===== src/rtl/drive_pwr_pkg.sv =====
package drive_pwr_pkg;

  typedef enum logic [1:0] {
    PM_IDLE    = 2'd0,
    PM_ACTIVE  = 2'd1,
    PM_STANDBY = 2'd2,
    PM_SLEEP   = 2'd3
  } pwrMode_e;

  // strobes from control to datapath
  typedef struct packed {
    logic loadDelay;
    logic raOn;
    logic raOff;
    logic report;
    logic startSpin;
    logic clearIdle;
  } dpCtl_t;

  localparam logic [7:0] OP_STANDBY_NOW = 8'hE0;
  localparam logic [7:0] OP_IDLE_NOW    = 8'hE1;
  localparam logic [7:0] OP_STANDBY_TMR = 8'hE2;
  localparam logic [7:0] OP_IDLE_TMR    = 8'hE3;
  localparam logic [7:0] OP_QUERY       = 8'hE5;
  localparam logic [7:0] OP_SLEEP       = 8'hE6;
  localparam logic [7:0] OP_CACHE       = 8'hEF;
  localparam logic [7:0] KEY_RA_ON      = 8'hAA;
  localparam logic [7:0] KEY_RA_OFF     = 8'h55;

endpackage


===== src/rtl/drive_pwr_ctl.sv =====
module drive_pwr_ctl
  import drive_pwr_pkg::*;
(
  input  logic       clk,
  input  logic       rst_n,
  input  logic       softReset,
  input  logic       cmdValid,
  input  logic [7:0] cmdCode,
  input  logic [7:0] cmdPrecomp,
  input  logic       opDone,
  input  logic       irqEnable,
  input  logic       irqAck,
  input  logic       tmrExpire,
  output pwrMode_e   mode,
  output logic       abortFlag,
  output logic       irq,
  output dpCtl_t     strb
);

  pwrMode_e nextMode;
  logic     accept;
  logic     isPower;
  logic     badParam;
  logic     fromStandby;

  assign accept      = cmdValid && (mode != PM_SLEEP);
  assign fromStandby = (mode == PM_STANDBY);

  always_comb begin
    nextMode = mode;
    strb     = '0;
    isPower  = 1'b0;
    badParam = 1'b0;
    if (accept) begin
      strb.clearIdle = 1'b1;
      case (cmdCode)
        OP_STANDBY_NOW: begin
          isPower  = 1'b1;
          nextMode = PM_STANDBY;
        end
        OP_IDLE_NOW: begin
          isPower        = 1'b1;
          nextMode       = PM_IDLE;
          strb.startSpin = fromStandby;
        end
        OP_STANDBY_TMR: begin
          isPower        = 1'b1;
          nextMode       = PM_STANDBY;
          strb.loadDelay = 1'b1;
        end
        OP_IDLE_TMR: begin
          isPower        = 1'b1;
          nextMode       = PM_IDLE;
          strb.loadDelay = 1'b1;
          strb.startSpin = fromStandby;
        end
        OP_QUERY: begin
          isPower     = 1'b1;
          strb.report = 1'b1;
        end
        OP_SLEEP: begin
          isPower  = 1'b1;
          nextMode = PM_SLEEP;
        end
        OP_CACHE: begin
          isPower = 1'b1;
          if (cmdPrecomp == KEY_RA_ON)       strb.raOn  = 1'b1;
          else if (cmdPrecomp == KEY_RA_OFF) strb.raOff = 1'b1;
          else                               badParam   = 1'b1;
        end
        default: begin
          if (cmdCode[7:5] == 3'b001) begin
            nextMode       = PM_ACTIVE;
            strb.startSpin = fromStandby;
          end
        end
      endcase
    end else if (opDone && mode == PM_ACTIVE) begin
      nextMode = PM_IDLE;
    end else if (tmrExpire) begin
      nextMode = PM_STANDBY;
    end
  end

  always_ff @(posedge clk or negedge rst_n) begin
    if (!rst_n) begin
      mode      <= PM_IDLE;
      abortFlag <= 1'b0;
      irq       <= 1'b0;
    end else if (softReset) begin
      mode      <= PM_IDLE;
      abortFlag <= 1'b0;
      irq       <= 1'b0;
    end else begin
      mode <= nextMode;
      if (accept) abortFlag <= badParam;
      if (accept && isPower && irqEnable) irq <= 1'b1;
      else if (irqAck)                     irq <= 1'b0;
    end
  end

  // sleep is left only through reset
  a_r8_sleep_sticky: assert property (@(posedge clk) disable iff (!rst_n || softReset)
    mode == PM_SLEEP |=> mode == PM_SLEEP);

  // no interrupt raised while asleep
  a_r8_sleep_quiet: assert property (@(posedge clk) disable iff (!rst_n || softReset)
    (mode == PM_SLEEP && !irq) |=> !irq);

  // wrong cache key aborts
  a_r9_bad_key_aborts: assert property (@(posedge clk) disable iff (!rst_n || softReset)
    (cmdValid && mode != PM_SLEEP && cmdCode == OP_CACHE &&
     cmdPrecomp != KEY_RA_ON && cmdPrecomp != KEY_RA_OFF) |=> abortFlag);

  // idle holds without a command or timer expiry
  a_r6_idle_holds: assert property (@(posedge clk) disable iff (!rst_n || softReset)
    (mode == PM_IDLE && !cmdValid && !tmrExpire) |=> mode == PM_IDLE);

  // completion leaves active mode
  a_r3_done_to_idle: assert property (@(posedge clk) disable iff (!rst_n || softReset)
    (mode == PM_ACTIVE && opDone && !cmdValid) |=> mode == PM_IDLE);

  // no interrupt rises while disabled
  a_r10_irq_gated: assert property (@(posedge clk) disable iff (!rst_n || softReset)
    (!irq && !irqEnable) |=> !irq);

endmodule


===== src/rtl/drive_pwr_dp.sv =====
module drive_pwr_dp
  import drive_pwr_pkg::*;
#(
  parameter int UNIT_W      = 8,
  parameter int MIN_UNITS   = 12,
  parameter int SPIN_CYCLES = 4
) (
  input  logic              clk,
  input  logic              rst_n,
  input  logic              softReset,
  input  dpCtl_t            strb,
  input  logic [UNIT_W-1:0] cmdCount,
  input  logic              idleTick,
  input  logic              inIdle,
  input  logic              motorOn,
  output logic              tmrExpire,
  output logic              readAhead,
  output logic [UNIT_W-1:0] countResult
);

  localparam int SPIN_W = $clog2(SPIN_CYCLES + 1);
  localparam logic [UNIT_W-1:0] MIN_VAL  = UNIT_W'(MIN_UNITS);
  localparam logic [SPIN_W-1:0] SPIN_VAL = SPIN_W'(SPIN_CYCLES);

  logic [UNIT_W-1:0] delayUnits;
  logic [UNIT_W-1:0] idleCnt;
  logic [UNIT_W-1:0] delayNext;
  logic [SPIN_W-1:0] spinCnt;
  logic              tmrOn;

  assign tmrOn     = (delayUnits != '0);
  assign tmrExpire = idleTick && tmrOn && inIdle && (idleCnt == delayUnits - UNIT_W'(1));

  always_comb begin
    if (cmdCount == '0)          delayNext = '0;
    else if (cmdCount < MIN_VAL) delayNext = MIN_VAL;
    else                         delayNext = cmdCount;
  end

  always_ff @(posedge clk or negedge rst_n) begin
    if (!rst_n) begin
      delayUnits  <= '0;
      idleCnt     <= '0;
      spinCnt     <= SPIN_VAL;
      readAhead   <= 1'b1;
      countResult <= '0;
    end else if (softReset) begin
      delayUnits  <= '0;
      idleCnt     <= '0;
      spinCnt     <= SPIN_VAL;
      readAhead   <= 1'b1;
      countResult <= '0;
    end else begin
      if (strb.loadDelay) delayUnits <= delayNext;

      if (strb.clearIdle || !inIdle) idleCnt <= '0;
      else if (idleTick && tmrOn)    idleCnt <= tmrExpire ? '0 : idleCnt + UNIT_W'(1);

      if (strb.startSpin)       spinCnt <= SPIN_VAL;
      else if (spinCnt != '0)   spinCnt <= spinCnt - SPIN_W'(1);

      if (strb.raOn)       readAhead <= 1'b1;
      else if (strb.raOff) readAhead <= 1'b0;

      if (strb.report) countResult <= (motorOn && spinCnt == '0) ? '1 : '0;
    end
  end

  // a nonzero delay never falls below the floor
  a_r5_delay_floor: assert property (@(posedge clk) disable iff (!rst_n || softReset)
    (strb.loadDelay && cmdCount != '0) |=> delayUnits >= MIN_VAL);

  // the idle count stays below the programmed delay
  a_r6_count_bound: assert property (@(posedge clk) disable iff (!rst_n || softReset)
    tmrOn |-> idleCnt < delayUnits);

  // query with the motor off reports zero
  a_r7_query_off: assert property (@(posedge clk) disable iff (!rst_n || softReset)
    (strb.report && !motorOn) |=> countResult == '0);

endmodule


===== src/rtl/drive_pwr_ctrl.sv =====
module drive_pwr_ctrl
  import drive_pwr_pkg::*;
#(
  parameter int UNIT_W      = 8,
  parameter int MIN_UNITS   = 12,
  parameter int SPIN_CYCLES = 4
) (
  input  logic              clk,
  input  logic              rst_n,
  input  logic              softReset,
  input  logic              cmdValid,
  input  logic [7:0]        cmdCode,
  input  logic [UNIT_W-1:0] cmdCount,
  input  logic [7:0]        cmdPrecomp,
  input  logic              opDone,
  input  logic              idleTick,
  input  logic              irqEnable,
  input  logic              irqAck,
  output logic [1:0]        powerMode,
  output logic              motorOn,
  output logic              rwOn,
  output logic              readAhead,
  output logic [UNIT_W-1:0] countResult,
  output logic              abortFlag,
  output logic              irq
);

  pwrMode_e mode;
  dpCtl_t   strb;
  logic     tmrExpire;

  assign powerMode = mode;
  assign motorOn   = (mode == PM_IDLE) || (mode == PM_ACTIVE);
  assign rwOn      = (mode == PM_ACTIVE);

  drive_pwr_ctl u_ctl (
    .clk(clk), .rst_n(rst_n), .softReset(softReset),
    .cmdValid(cmdValid), .cmdCode(cmdCode), .cmdPrecomp(cmdPrecomp),
    .opDone(opDone), .irqEnable(irqEnable), .irqAck(irqAck),
    .tmrExpire(tmrExpire), .mode(mode), .abortFlag(abortFlag),
    .irq(irq), .strb(strb)
  );

  drive_pwr_dp #(
    .UNIT_W(UNIT_W), .MIN_UNITS(MIN_UNITS), .SPIN_CYCLES(SPIN_CYCLES)
  ) u_dp (
    .clk(clk), .rst_n(rst_n), .softReset(softReset), .strb(strb),
    .cmdCount(cmdCount), .idleTick(idleTick), .inIdle(mode == PM_IDLE),
    .motorOn(motorOn), .tmrExpire(tmrExpire), .readAhead(readAhead),
    .countResult(countResult)
  );

  // read/write circuits never powered without the motor
  a_r2_rw_needs_motor: assert property (@(posedge clk) disable iff (!rst_n)
    rwOn |-> motorOn);

endmodule


===== config.mk =====
export PLATFORM = sky130hd
export DESIGN_NAME = drive_pwr_ctrl
export DESIGN_NICKNAME = d
export VERILOG_FILES = /design/src/rtl/drive_pwr_pkg.sv /design/src/rtl/drive_pwr_ctl.sv /design/src/rtl/drive_pwr_dp.sv /design/src/rtl/drive_pwr_ctrl.sv
export SDC_FILE = /design/constraint.sdc
export NUM_CORES = 1
export LEC_CHECK = 0
export BUFFER_PORTS_ARGS = -buffer_cell sky130_fd_sc_hd__buf_2
export CAP_MARGIN = 40
export CORE_AREA = 2 2 68 70
export CTS_CLUSTER_DIAMETER = 150
export DETAILED_ROUTE_END_ITERATION = 10
export DIE_AREA = 0 0 70 72
export HOLD_SLACK_MARGIN = 0.02
export PLACE_DENSITY = 0.69
export SLEW_MARGIN = 40
export SYNTH_ARGS = -nofsm -noshare
export SYNTH_HDL_FRONTEND = slang
export SYNTH_SLANG_ARGS = --single-unit

===== constraint.sdc =====
create_clock -name clk -period 5.4 [get_ports clk]
set_input_delay 0.54 -clock clk [delete_from_list [all_inputs] [get_ports clk]]
set_output_delay 0.54 -clock clk [all_outputs]
set_load 0.02 [all_outputs]

After elaboration in Yosys (flattened, before gate mapping). Index checks and enable logic that the tools add are counted. Widths: inputs -> output; s select.

Add/sub/neg operators: 3. Order comparisons: 1. Eq/ne operators: 16. Muxes and demuxes: 42. Reductions and logical operators: 31.

Operator list (number): $mux 8 (11); $eq 8x8->1 const B (8); $mux 1 (19); $reduce_bool 3->1 (5); $mux 2 (6); $mux 3 (3); $add 8x1->8 const B (1); $eq 8x7->1 const B (1); $eq 8x8->1 (1); $logic_and 1x1->1 (8); $logic_not 8->1 (1); $lt 8x4->1 const B (1); $pmux 2 s4 (1); $reduce_bool 8->1 (1); $reduce_or 2->1 (4); $sub 8x1->8 const B (1); $reduce_or 7->1 (1); $mux 6 (1); $ne 6x6->1 const B (1); $reduce_bool 2->1 (3); $reduce_or 5->1 (1); $reduce_bool 4->1 (1); $eq 3x1->1 const B (1); $logic_not 3->1 (1); other kinds (10) (11).

Register bits after elaboration: 32. Input bits: 32. Output and inout port bits: 15. Logic and storage cells: 101.

Logic depth before layout (Yosys ltp).
Depth after elaboration: 8. Mapped depth: 9. Gate-level depth less buffers: 8.

Cells and area by module. Synthesis repeated with hierarchy kept, for this count alone.

Cells, all modules: 229. Area total of the unflattened synthesis: 1958.1 um^2.

By module, submodules not included: drive_pwr_dp (times used 1, cells an instance 170, area an instance 1476.4 um^2, seq. area each 528.0 um^2); drive_pwr_ctl (times used 1, cells an instance 56, area an instance 467.9 um^2, seq. area each 100.1 um^2); drive_pwr_ctrl (times used 1, cells an instance 3, area an instance 13.8 um^2, seq. area each 0.0 um^2).

Least setup slack after synthesis. Ideal clock, no wire load.

Path kind: reg-to-reg. From: register u_dp.delayUnits[2]. To: register u_dp.idleCnt[3]. Setup time: 130 ps. Arrival time: 2085 ps. Data required time: 5270 ps. Slack: 3185 ps. Cell stages (with the launch flop): 7. Path buffers: 0. Clock period less this slack: 2215 ps. Cell sequence: dfrtp_1 > or3_1 > or3_4 > a2111oi_4 > o2111ai_4 > a22oi_1 > o31ai_1.

Longest elaborated chain between the ends: 8. Elaborated cells between the ends (all ways): 11. Those cells by class: add/sub: 1; eq/ne: 1; mux: 4; reduce/logical: 5.

RTL lines: start, declared (line drive_pwr_dp.sv:25) `logic [UNIT_W-1:0] delayUnits;`; start signal, assigned (line drive_pwr_dp.sv:54) `if (strb.loadDelay) delayUnits <= delayNext;`; parallel branches: the longest is 8 deep, another holds $sub 8x1->8; end signal, assigned (line drive_pwr_dp.sv:57) `else if (idleTick && tmrOn) idleCnt <= tmrExpire ? '0 : idleCnt + UNIT_W'(1);`; end, declared (line drive_pwr_dp.sv:26) `logic [UNIT_W-1:0] idleCnt;`.

Parallel ways; which one is timed is not known. The select of a mux whose other input is x is not followed. A chain may end at the register's enable or synchronous reset.

Worst setup path after layout. Same ends and word-level chain as after synthesis.

==> metrics <==
number of synthesized register bits 25; Yosys warnings 0; delay of the slowest critical-path stage ~470 ps; power per cell area about 200 nW/µm²; main flop type after synthesis dfrtp_1; postcts setup bufs 0; total gr overflow 0; Worst-Margin Slew roughly 740 ps; final-stage net count 289; top cells by area, synth dfrtp_1 (31%), nand2_1 (4.6%), nor2_1 (3.8%); DRT iter0 DRCs ~100; syn_nets 253; H-tree depth 1; critical path class register to register; Reg area about 630 µm²; sequential area share after synthesis between 30% and 40%; Die Area ~5000 µm²; antenna violations before repair 0; biggest area consumer among synthesized cells dfrtp_1; Ant. Diodes 0; worst ir drop on vdd around 0.00013 V; post-route antenna net violation count 0; skew final between 9 and 10 ps; routed wire length approximately 4000 µm; TritonCTS buffer count 3; multi-input logic area between 1000 and 1500 µm²; Crit-path slowest cell dfrtp_1; DR pass1 iterations 5; clk slew on worst S/H paths 90 ps; Yosys top cell area share approximately 31%; Total Neg Setup Slack 0 ps; Mapped Avg Cell Area 8.68 µm²; Fillers 440; CP Launch Type register; Final HPWL DP roughly 3100 µm; Syn Inst Count about 220; crit end category register; cell area after layout ~2200 µm²; CTS sink count 25; chip width around 70 µm; GRT Total Usage 16.7%; worst-skew pair later-pin latency about 270 ps; Final Cycle Share approximately 44%; Distinct cells, synth 50; Starting Density 44.0%; root buffer cell clkbuf_8; Max clock buf depth 2; mapped cell area ~1900 µm²; RSZ-0062 raised after global routing false; Port Buffers 46; fraction of registers with async set or reset after synthesis 100%; routability cong. 0.890; Area Growth Syn to Fin 15.1%; Critical Path AT 2560 ps; Place WS between 3000 and 4000 ps; fin crit period between 2000 and 2500 ps; max-slew violations 0; Worst EP required between 5000 and 6000 ps; worst r2r path cells 6; number of synthesized flops with an enable pin 0; Hold Worst Slack around 250 ps; worst path cell trace or3_1, or3_4, a2111oi_4, o2111ai_4, a22oi_1, o31ai_1; LEAKAGE approximately 0.92 nW; setup violators final 0; DR vias/cell between 5 and 6; worst-path maximum fanout 9; largest net degree at the start of global routing 26; core area about 4300 µm²; Final Hold Fails 0; status finished, final reports clean; IO Count between 40 and 50; CTS Hold Buffers Added 0; vias 1651; max_cap viols 0; DRC 0; Post-synth top cells dfrtp_1 (23), nand2_1 (23), nor2_1 (19), inv_1 (13); post-route setup slack between 3000 and 4000 ps; post-layout util 50.6%; row count 24; die height ~72 µm; Max-slew headroom roughly 51%; share of cells above drive strength 1 27.1%; Fmax around 0.42 GHz; Hold Path Class primary input to asynchronous set/reset pin; DP Area 2100 µm²; post-CTS sizing 0; first-pass GRT wire length between 6000 and 7000 µm; vias in the first global route around 1.5k; TritonCTS clock tree built; DR WL/cell approximately 13 µm
-- power by group --
group | total (mW) | switching, mW | internal (mW)
sequential | 0.213 | 0.0122 | 0.201
combinational | 0.0980 | 0.0563 | 0.0417
clock | 0.113 | 0.0610 | 0.0517
-- worst max-delay path: cells and delay by family (launching register included) --
kind | cells | cell delay, ps
AO/OA/AOI/OAI | 4 | 980
AND/OR/NAND/NOR | 2 | 830
flip-flops | 1 | 470
-- path summary, 6_finish.rpt --
kind,startpoint,endpoint,slack (ps)
setup / recovery,u_dp.delayUnits[2]$_DFFE_PN0P_,u_dp.idleCnt[3]$_DFFE_PN0P_,3010
hold / removal,rst_n,u_ctl.mode[0]$_DFFE_PN0P_,250
setup reg to reg,u_dp.delayUnits[2]$_DFFE_PN0P_,u_dp.idleCnt[3]$_DFFE_PN0P_,3010
hold reg to reg,u_dp.readAhead$_DFFE_PN1P_,u_dp.readAhead$_DFFE_PN1P_,490
max in group asynchronous,rst_n,u_dp.readAhead$_DFFE_PN1P_,4770
min in group clk,u_dp.readAhead$_DFFE_PN1P_,u_dp.readAhead$_DFFE_PN1P_,490
-- flip-flops by register name (all words and copies together), names as in the netlist --
| name | cells |
|---|---|
| u_dp.readAhead | 1 |
| u_dp.countResult | 1 |
| u_ctl.irq | 1 |
| u_dp.delayUnits | 8 |
| u_dp.spinCnt | 3 |
| u_ctl.mode | 2 |
| u_ctl.abortFlag | 1 |
| u_dp.idleCnt | 8 |
-- logic make-up after synthesis --
| kind of cell | share of synthesized area (%) |
|---|---|
| adders and majority gates | 3.34 |
| muxes | 3.20 |
| and+or+nand+nor | 30.0 |
| buffers and inverters | 7.07 |
| AOI/OAI and AO/OA | 18.7 |
| xor gates and xnor gates | 4.20 |
| DFF | 33.5 |
-- area by class of cell --
type,instances,area share (%)
Tap cell,52,3.01
Multi-Input combinational cell,163,52.8
Sequential cell,25,29.1
Clock buffer,3,1.91
Timing Repair Buffer,46,10.7
Clock inverter,1,0.232
Inverter,13,2.26
-- layout by cell type (no fill, tap or decap), types with 5 or more instances in the layout --
cell type and count:
dfrtp_1 23, nor2_1 19, mux2i_1 6, nor4_1 6, buf_2 46, a21oi_1 9
nand3_1 9, nor3_1 5, inv_1 13, nand2_1 23, xnor2_1 7, ha_1 5
o21ai_0 7
-- layer usage --
layer | GRT usage [%] | up-vias | wire, µm
met2 | 26.1 | 36 | 1790
met5 | 0 | - | 0
met4 | 3.85 | 0 | 29
li1 | - | 853 | -
met1 | 24.2 | 760 | 2030
met3 | 3.19 | 2 | 152
-- stage by stage --
step	cells	power, mW
final	303	0.424
after global routing	303	0.452
after CTS	303	0.429
after detailed placement	299	0.315
after global placement	299	0.311
after floorplan	216	0.278
(Power assumes the default switching activity.)
